<file path="config.mk">
export PLATFORM = sky130hd
export DESIGN_NAME = bw_share_arbiter
export DESIGN_NICKNAME = d
export VERILOG_FILES = /design/src/rtl/bwshare_pkg.sv /design/src/rtl/bw_window_meter.sv /design/src/rtl/share_lender.sv /design/src/rtl/grant_picker.sv /design/src/rtl/bw_share_arbiter.sv
export SDC_FILE = /design/constraint.sdc
export NUM_CORES = 2
export LEC_CHECK = 0
export BUFFER_PORTS_ARGS = -buffer_cell sky130_fd_sc_hd__buf_2
export CAP_MARGIN = 5
export CELL_PAD_IN_SITES_DETAIL_PLACEMENT = 0
export CELL_PAD_IN_SITES_GLOBAL_PLACEMENT = 1
export CORE_MARGIN = 1
export CORE_UTILIZATION = 50
export CTS_CLUSTER_DIAMETER = 30
export DETAILED_ROUTE_END_ITERATION = 7
export PLACE_DENSITY_LB_ADDON = 0.1
export SLEW_MARGIN = 0
export SYNTH_ARGS = -nofsm -noshare
export SYNTH_HDL_FRONTEND = slang
export SYNTH_SLANG_ARGS = --single-unit
</file>
<file path="constraint.sdc">
create_clock -name clk -period 38.1 [get_ports clk]
set_input_delay 7.62 -clock clk [delete_from_list [all_inputs] [get_ports clk]]
set_output_delay 7.62 -clock clk [all_outputs]
set_load 0.02 [all_outputs]
</file>
<file path="src/rtl/bwshare_pkg.sv">
package bwshare_pkg;

    localparam int NM       = 4;
    localparam int SHARE_W  = 7;
    localparam int EFF_W    = 8;
    localparam int IDX_W    = 2;
    localparam int PCT_FULL = 100;

    typedef logic [NM-1:0]                 mvec_t;
    typedef logic [SHARE_W-1:0]            share_t;
    typedef logic [EFF_W-1:0]              eff_t;
    typedef logic [NM-1:0][SHARE_W-1:0]    share_vec_t;
    typedef logic [NM-1:0][EFF_W-1:0]      eff_vec_t;

    // one slot of the usage history: who held the bus in that cycle
    typedef struct packed {
        logic             valid;
        logic [IDX_W-1:0] idx;
    } slot_t;

    // an outstanding loan held by a borrower
    typedef struct packed {
        eff_t             amt;
        logic [IDX_W-1:0] src;
    } loan_t;

    function automatic logic [IDX_W-1:0] onehot_to_idx(mvec_t v);
        logic [IDX_W-1:0] r = '0;
        for (int i = 0; i < NM; i++)
            if (v[i]) r = IDX_W'(i);
        return r;
    endfunction

    // a outranks b: larger share, or equal share with lower index
    function automatic logic outranks(share_t sa, int ia, share_t sb, int ib);
        return (sa > sb) || ((sa == sb) && (ia < ib));
    endfunction

    // highest-priority candidate by configured share, ties to lower index
    function automatic mvec_t pick_top(mvec_t cand, share_vec_t sh);
        mvec_t r = '0;
        int best = -1;
        for (int i = 0; i < NM; i++)
            if (cand[i] && (best < 0 || sh[i] > sh[best]))
                best = i;
        if (best >= 0) r[best] = 1'b1;
        return r;
    endfunction

endpackage

</file>
<file path="src/rtl/bw_window_meter.sv">
module bw_window_meter
    import bwshare_pkg::*;
#(
    parameter int WINDOW = 256,
    parameter int CNT_W  = 9
) (
    input  logic                      clk,
    input  logic                      rst,
    input  mvec_t                     grant,
    output logic [NM-1:0][CNT_W-1:0]  usage
);
    localparam int PTR_W = (WINDOW > 1) ? $clog2(WINDOW) : 1;

    slot_t            hist [WINDOW];
    logic [PTR_W-1:0] ptr_q;
    slot_t            oldest;
    slot_t            newest;

    always_comb begin
        oldest       = hist[ptr_q];
        newest.valid = |grant;
        newest.idx   = onehot_to_idx(grant);
    end

    always_ff @(posedge clk) begin
        if (rst) begin
            ptr_q <= '0;
            usage <= '0;
            for (int k = 0; k < WINDOW; k++) hist[k] <= '0;
        end else begin
            hist[ptr_q] <= newest;
            ptr_q <= (ptr_q == PTR_W'(WINDOW - 1)) ? '0 : ptr_q + 1'b1;
            for (int i = 0; i < NM; i++) begin
                usage[i] <= usage[i]
                          + CNT_W'(grant[i])
                          - CNT_W'(oldest.valid && (oldest.idx == IDX_W'(i)));
            end
        end
    end
endmodule

</file>
<file path="src/rtl/share_lender.sv">
module share_lender
    import bwshare_pkg::*;
#(
    parameter int STARVE_CYCLES = 64,
    parameter int BORROW_STEP   = 5
) (
    input  logic       clk,
    input  logic       rst,
    input  logic       dyn_mode,
    input  mvec_t      req,
    input  mvec_t      grant,
    input  share_vec_t share,
    output eff_vec_t   eff
);
    localparam int WAIT_W = $clog2(STARVE_CYCLES + 2);

    logic [WAIT_W-1:0] wait_q [NM];
    loan_t             loan_q [NM];
    logic [NM-1:0]     starving;
    logic              bor_found, lend_found, do_borrow;
    logic [IDX_W-1:0]  bor, lend;
    eff_t              amt;

    // effective share = configured + borrowed - lent
    always_comb begin
        for (int i = 0; i < NM; i++) begin
            eff_t acc;
            acc = EFF_W'(share[i]) + loan_q[i].amt;
            for (int b = 0; b < NM; b++)
                if (b != i && loan_q[b].amt != '0 && loan_q[b].src == IDX_W'(i))
                    acc = acc - loan_q[b].amt;
            eff[i] = acc;
        end
    end

    always_comb begin
        for (int i = 0; i < NM; i++)
            starving[i] = wait_q[i] > WAIT_W'(STARVE_CYCLES);
        bor_found = 1'b0;
        bor       = '0;
        for (int i = 0; i < NM; i++)
            if (!bor_found && dyn_mode && starving[i] && req[i] && !grant[i]
                && loan_q[i].amt == '0) begin
                bor_found = 1'b1;
                bor       = IDX_W'(i);
            end
        lend_found = 1'b0;
        lend       = '0;
        for (int j = 0; j < NM; j++)
            if (IDX_W'(j) != bor && loan_q[j].amt == '0 && eff[j] != '0
                && outranks(share[j], j, share[bor], int'(bor))
                && (!lend_found || share[j] > share[lend])) begin
                lend_found = 1'b1;
                lend       = IDX_W'(j);
            end
        amt       = (eff[lend] < EFF_W'(BORROW_STEP)) ? eff[lend] : EFF_W'(BORROW_STEP);
        do_borrow = bor_found && lend_found;
    end

    always_ff @(posedge clk) begin
        if (rst) begin
            for (int i = 0; i < NM; i++) begin
                wait_q[i] <= '0;
                loan_q[i] <= '0;
            end
        end else begin
            for (int i = 0; i < NM; i++) begin
                if (req[i] && !grant[i]) begin
                    if (!(&wait_q[i])) wait_q[i] <= wait_q[i] + 1'b1;
                end else begin
                    wait_q[i] <= '0;
                end
                if (loan_q[i].amt != '0 && (!dyn_mode || grant[i] || !req[i]))
                    loan_q[i] <= '0;
            end
            if (do_borrow) begin
                loan_q[bor].amt <= amt;
                loan_q[bor].src <= lend;
            end
        end
    end
endmodule

</file>
<file path="src/rtl/grant_picker.sv">
module grant_picker
    import bwshare_pkg::*;
#(
    parameter int WINDOW = 256,
    parameter int CNT_W  = 9
) (
    input  mvec_t                     req,
    input  share_vec_t                share,
    input  eff_vec_t                  eff,
    input  logic [NM-1:0][CNT_W-1:0]  usage,
    output mvec_t                     pick
);
    mvec_t below;
    mvec_t hungry;

    always_comb begin
        for (int i = 0; i < NM; i++)
            below[i] = (32'(usage[i]) * 32'(PCT_FULL)) < (32'(eff[i]) * 32'(WINDOW));
        hungry = req & below;
        if ($onehot(req))
            pick = req;
        else if (hungry != '0)
            pick = pick_top(hungry, share);
        else
            pick = pick_top(req, share);
    end
endmodule

</file>
<file path="src/rtl/bw_share_arbiter.sv">
module bw_share_arbiter
    import bwshare_pkg::*;
#(
    parameter int WINDOW        = 256,
    parameter int STARVE_CYCLES = 64,
    parameter int BORROW_STEP   = 5
) (
    input  logic                    clk,
    input  logic                    rst,
    input  logic                    dyn_mode,
    input  logic [NM-1:0]           req_i,
    input  logic [NM-1:0]           done_i,
    input  logic [NM*SHARE_W-1:0]   share_cfg_i,
    output logic [NM-1:0]           grant_o
);
    localparam int CNT_W = $clog2(WINDOW + 1);

    share_vec_t                share_vec;
    eff_vec_t                  eff_vec;
    logic [NM-1:0][CNT_W-1:0]  usage_vec;
    mvec_t                     pick_vec;
    mvec_t                     grant_q;

    assign share_vec = share_vec_t'(share_cfg_i);
    assign grant_o   = grant_q;

    bw_window_meter #(.WINDOW(WINDOW), .CNT_W(CNT_W)) u_meter (
        .clk   (clk),
        .rst   (rst),
        .grant (grant_q),
        .usage (usage_vec)
    );

    share_lender #(.STARVE_CYCLES(STARVE_CYCLES), .BORROW_STEP(BORROW_STEP)) u_lend (
        .clk      (clk),
        .rst      (rst),
        .dyn_mode (dyn_mode),
        .req      (req_i),
        .grant    (grant_q),
        .share    (share_vec),
        .eff      (eff_vec)
    );

    grant_picker #(.WINDOW(WINDOW), .CNT_W(CNT_W)) u_pick (
        .req   (req_i),
        .share (share_vec),
        .eff   (eff_vec),
        .usage (usage_vec),
        .pick  (pick_vec)
    );

    always_ff @(posedge clk) begin
        if (rst)
            grant_q <= '0;
        else if (grant_q != '0)
            grant_q <= grant_q & ~done_i;
        else if (req_i != '0)
            grant_q <= pick_vec;
    end
endmodule

</file>
==> metrics.md <==
| Metric | Value |
|---|---|
| Initial antenna violation count | `0` |
| Number of cell rows | `120` |
| # IOs | `43` |
| Synth-to-Final Area Change | `15.3%` |
| Cell count after synthesis | `4,780` |
| Final #Nets | `5,302` |
| Clock Tree Buf Depth | `3` |
| Layout cells sized above 1 | `16.0%` |
| Fin crit period | `18.69 ns` |
| Final Core Density | `58.3%` |
| Status | `finished, final reports clean` |
| Peak supply drop | `0.0537 mV` |
| RSZ-0062 raised after global routing | `false` |
| Top_reg_cell synth | `edfxtp_1` |
| Crit end category | `flip-flop` |
| Via density | `6.27` |
| CTS Hold Bufs | `0` |
| Starting Density | `50.6%` |
| Congestion Overflow GR | `0` |
| CP startpoint kind | `input port` |
| Die area | `110,000 um^2` |
| Post-CTS setup buffer count | `0` |
| Fmax | `0.0535 GHz` |
| Syn Area/Cell | `11.4 um^2` |
| GPL Wtd Cong | `0.944` |
| Worst Hold Class | `flip-flop to flip-flop` |
| Dpl cells | `6,036` |
| Static leakage | `0.0250 uW` |
| Most used cell, CP | `o21ai_0` |
| Slowest CP cell | `a21boi_1` |
| CP Class | `input port to flip-flop` |
| Post-synth EDFFs | `836` |
| Setup TNS | `0 ns` |
| Routed wire length | `183,000 um` |
| CTS sink cnt | `884` |
| Vias in the first global route | `39,400` |
| Die H | `332 um` |
| Worst-path clk slew | `0.05 ns` |
| Die width | `332 um` |
| Pre-Repair DR Iteration Count | `6` |
| Area occupied by multi-input gates | `26,400 um^2` |
| CP Max Fanout | `23` |
| Core Region | `108,000 um^2` |
| Num CTS Buffers | `192` |
| Hpwl dp | `121,000 um` |
| H-Tree Level Count | `4` |
| Pin count of the biggest net entering global routing | `136` |
| Global Route met3 Usage | `6.46%` |
| Power Dens Cells | `64.4 nW/um^2` |
| FFs w/ async S/R, synth | `0%` |
| Synth Cell Area | `54,400 um^2` |
| Max Cap Viol | `0` |
| Commonest non-fill, non-tap cells in the layout | `1,029 x nor2_1, 836 x edfxtp_1, 403 x ha_1` |
| I/O Buffers | `42` |
| Hold Vio Cnt, Final | `0` |
| Initial DRC Count | `4,815` |
| Register area | `26,100 um^2` |
| Root buffer cell | `clkbuf_16` |
| Synth Register Bits | `884` |
| Synth unique cells | `99` |
| Clk Latency, worst-skew pair | `0.79 ns` |
| Worst-margin pin slew | `1.18 ns` |
| Data required, critical path | `38.68 ns` |
| Vias | `40,100` |
| Slew headroom | `21.5%` |
| DRC | `0` |
| Final Instance Count excl. Fillers | `6,395` |
| TritonCTS clock tree | `yes` |
| Clk_skew | `0.0755 ns` |
| GR Layer Usage met1 | `42.3%` |
| Met2 usage | `52.5%` |
| Most common cell after layout, fill and taps aside | `nor2_1` |
| Critical path arrival | `19.27 ns` |
| First-pass GRT wire length | `265,000 um` |
| Setup-failing EPs final | `0` |
| GRT Util Overall | `33.2%` |
| Post-CTS sizing | `0` |
| Sequential share of the synthesized area | `47.9%` |
| Grt peak-use layer | `met2` |
| Worst path max stage delay | `0.78 ns` |
| Routed wire per std cell | `28.6 um` |
| Max Slew Vio Count | `0` |
| Period utilisation layout | `49.0%` |
| Synthesis Warnings | `0` |
| Detail Route Antenna Nets | `0` |
| Fillers | `8,886` |
-- per-layer routing --
layer / vias to the layer above / wire [um]
li1: 17700 / -
met5: - / 0
met4: 0 / 12100
met3: 475 / 17100
met2: 2086 / 84400
met1: 19800 / 69500
-- report_power, final --
part | total, uW | internal [uW] | switching, uW
sequential | 1150 | 1110 | 40.4
combinational | 1220 | 518 | 707
clock | 1660 | 1110 | 551
total | 4040 | 2740 | 1300
-- cell type report --
class                   instances  area share (%)
multi-input cells            3362            42.1
flip-flops and latches        884            41.6
clock buffers                 233            8.12
well taps                    1403            2.80
clock inverters               125            2.32
repair buffers                141            1.60
inverters                     246            1.47
diodes                          1         0.00399
-- flip-flops by register name, indices dropped and copies added (netlist names) --
name and count:
u_meter.hist 768, u_lend.loan_q 40, u_meter.usage 36, u_lend.wait_q 28, u_meter.ptr_q 8, grant_o 4
-- worst max-delay path, delay by kind of cell --
kind | cells | cell delay (ns)
AOI/OAI and AO/OA | 27 | 4.91
xor gates and xnor gates | 1 | 0.11
adders and majority gates | 9 | 2.79
buffers and inverters | 4 | 0.64
muxes | 4 | 0.87
and+or+nand+nor | 13 | 2.30
-- cell families after synthesis --
group                    synth area share, %
AO/OA/AOI/OAI                           11.3
XOR/XNOR                                1.90
adder cells (fa/ha/maj)                 10.5
buffers and inverters                   3.88
flip-flops                              47.9
multiplexers                            11.6
other                                0.00690
AND/OR/NAND/NOR                         12.9
-- synth_stat cells, drive strengths merged (47+ instances only) --
cell type  count  area share [%]
nor2        1036             7.2
edfxtp       836              46
ha           403             9.3
a21o         309             4.3
inv          245             1.7
mux4         243              10
clkbuf       241             1.7
nand2        160             1.1
o21ai        136             1.4
a21oi        122             1.1
nor3          74            0.70
xnor2         74             1.2
o21a          73             1.0
buf           66            0.52
nor2b         66            0.76
mux2i         62             1.1
nand3         52            0.48
dfxtp         48             1.8
nand2b        47            0.54
-- worst paths after layout --
path                            start                   to  slack (ns)  cells past startpoint
setup reg to reg  u_lend.loan_q[0][3]           grant_o[2]       25.66                     56
hold reg to reg   u_lend.wait_q[2][0]  u_lend.wait_q[2][0]        0.62                      1
hold / removal    u_lend.wait_q[2][0]  u_lend.wait_q[2][0]        0.62                      1
setup / recovery       share_cfg_i[0]           grant_o[2]       19.41                     58
-- stage by stage --
stage | hold WS (ns) | total power, uW | area [um^2] | setup WS [ns]
floorplan | 0.575 | 2070 | 54400 | 20.45
global placement | 0.604 | 2380 | 56100 | 18.92
detailed placement | 0.614 | 2390 | 56100 | 18.89
CTS | 0.620 | 4050 | 62700 | 19.61
global route | 0.645 | 4260 | 62700 | 18.23
finish | 0.617 | 4040 | 62700 | 19.41
Note: power is estimated with default switching activity, not from simulation.
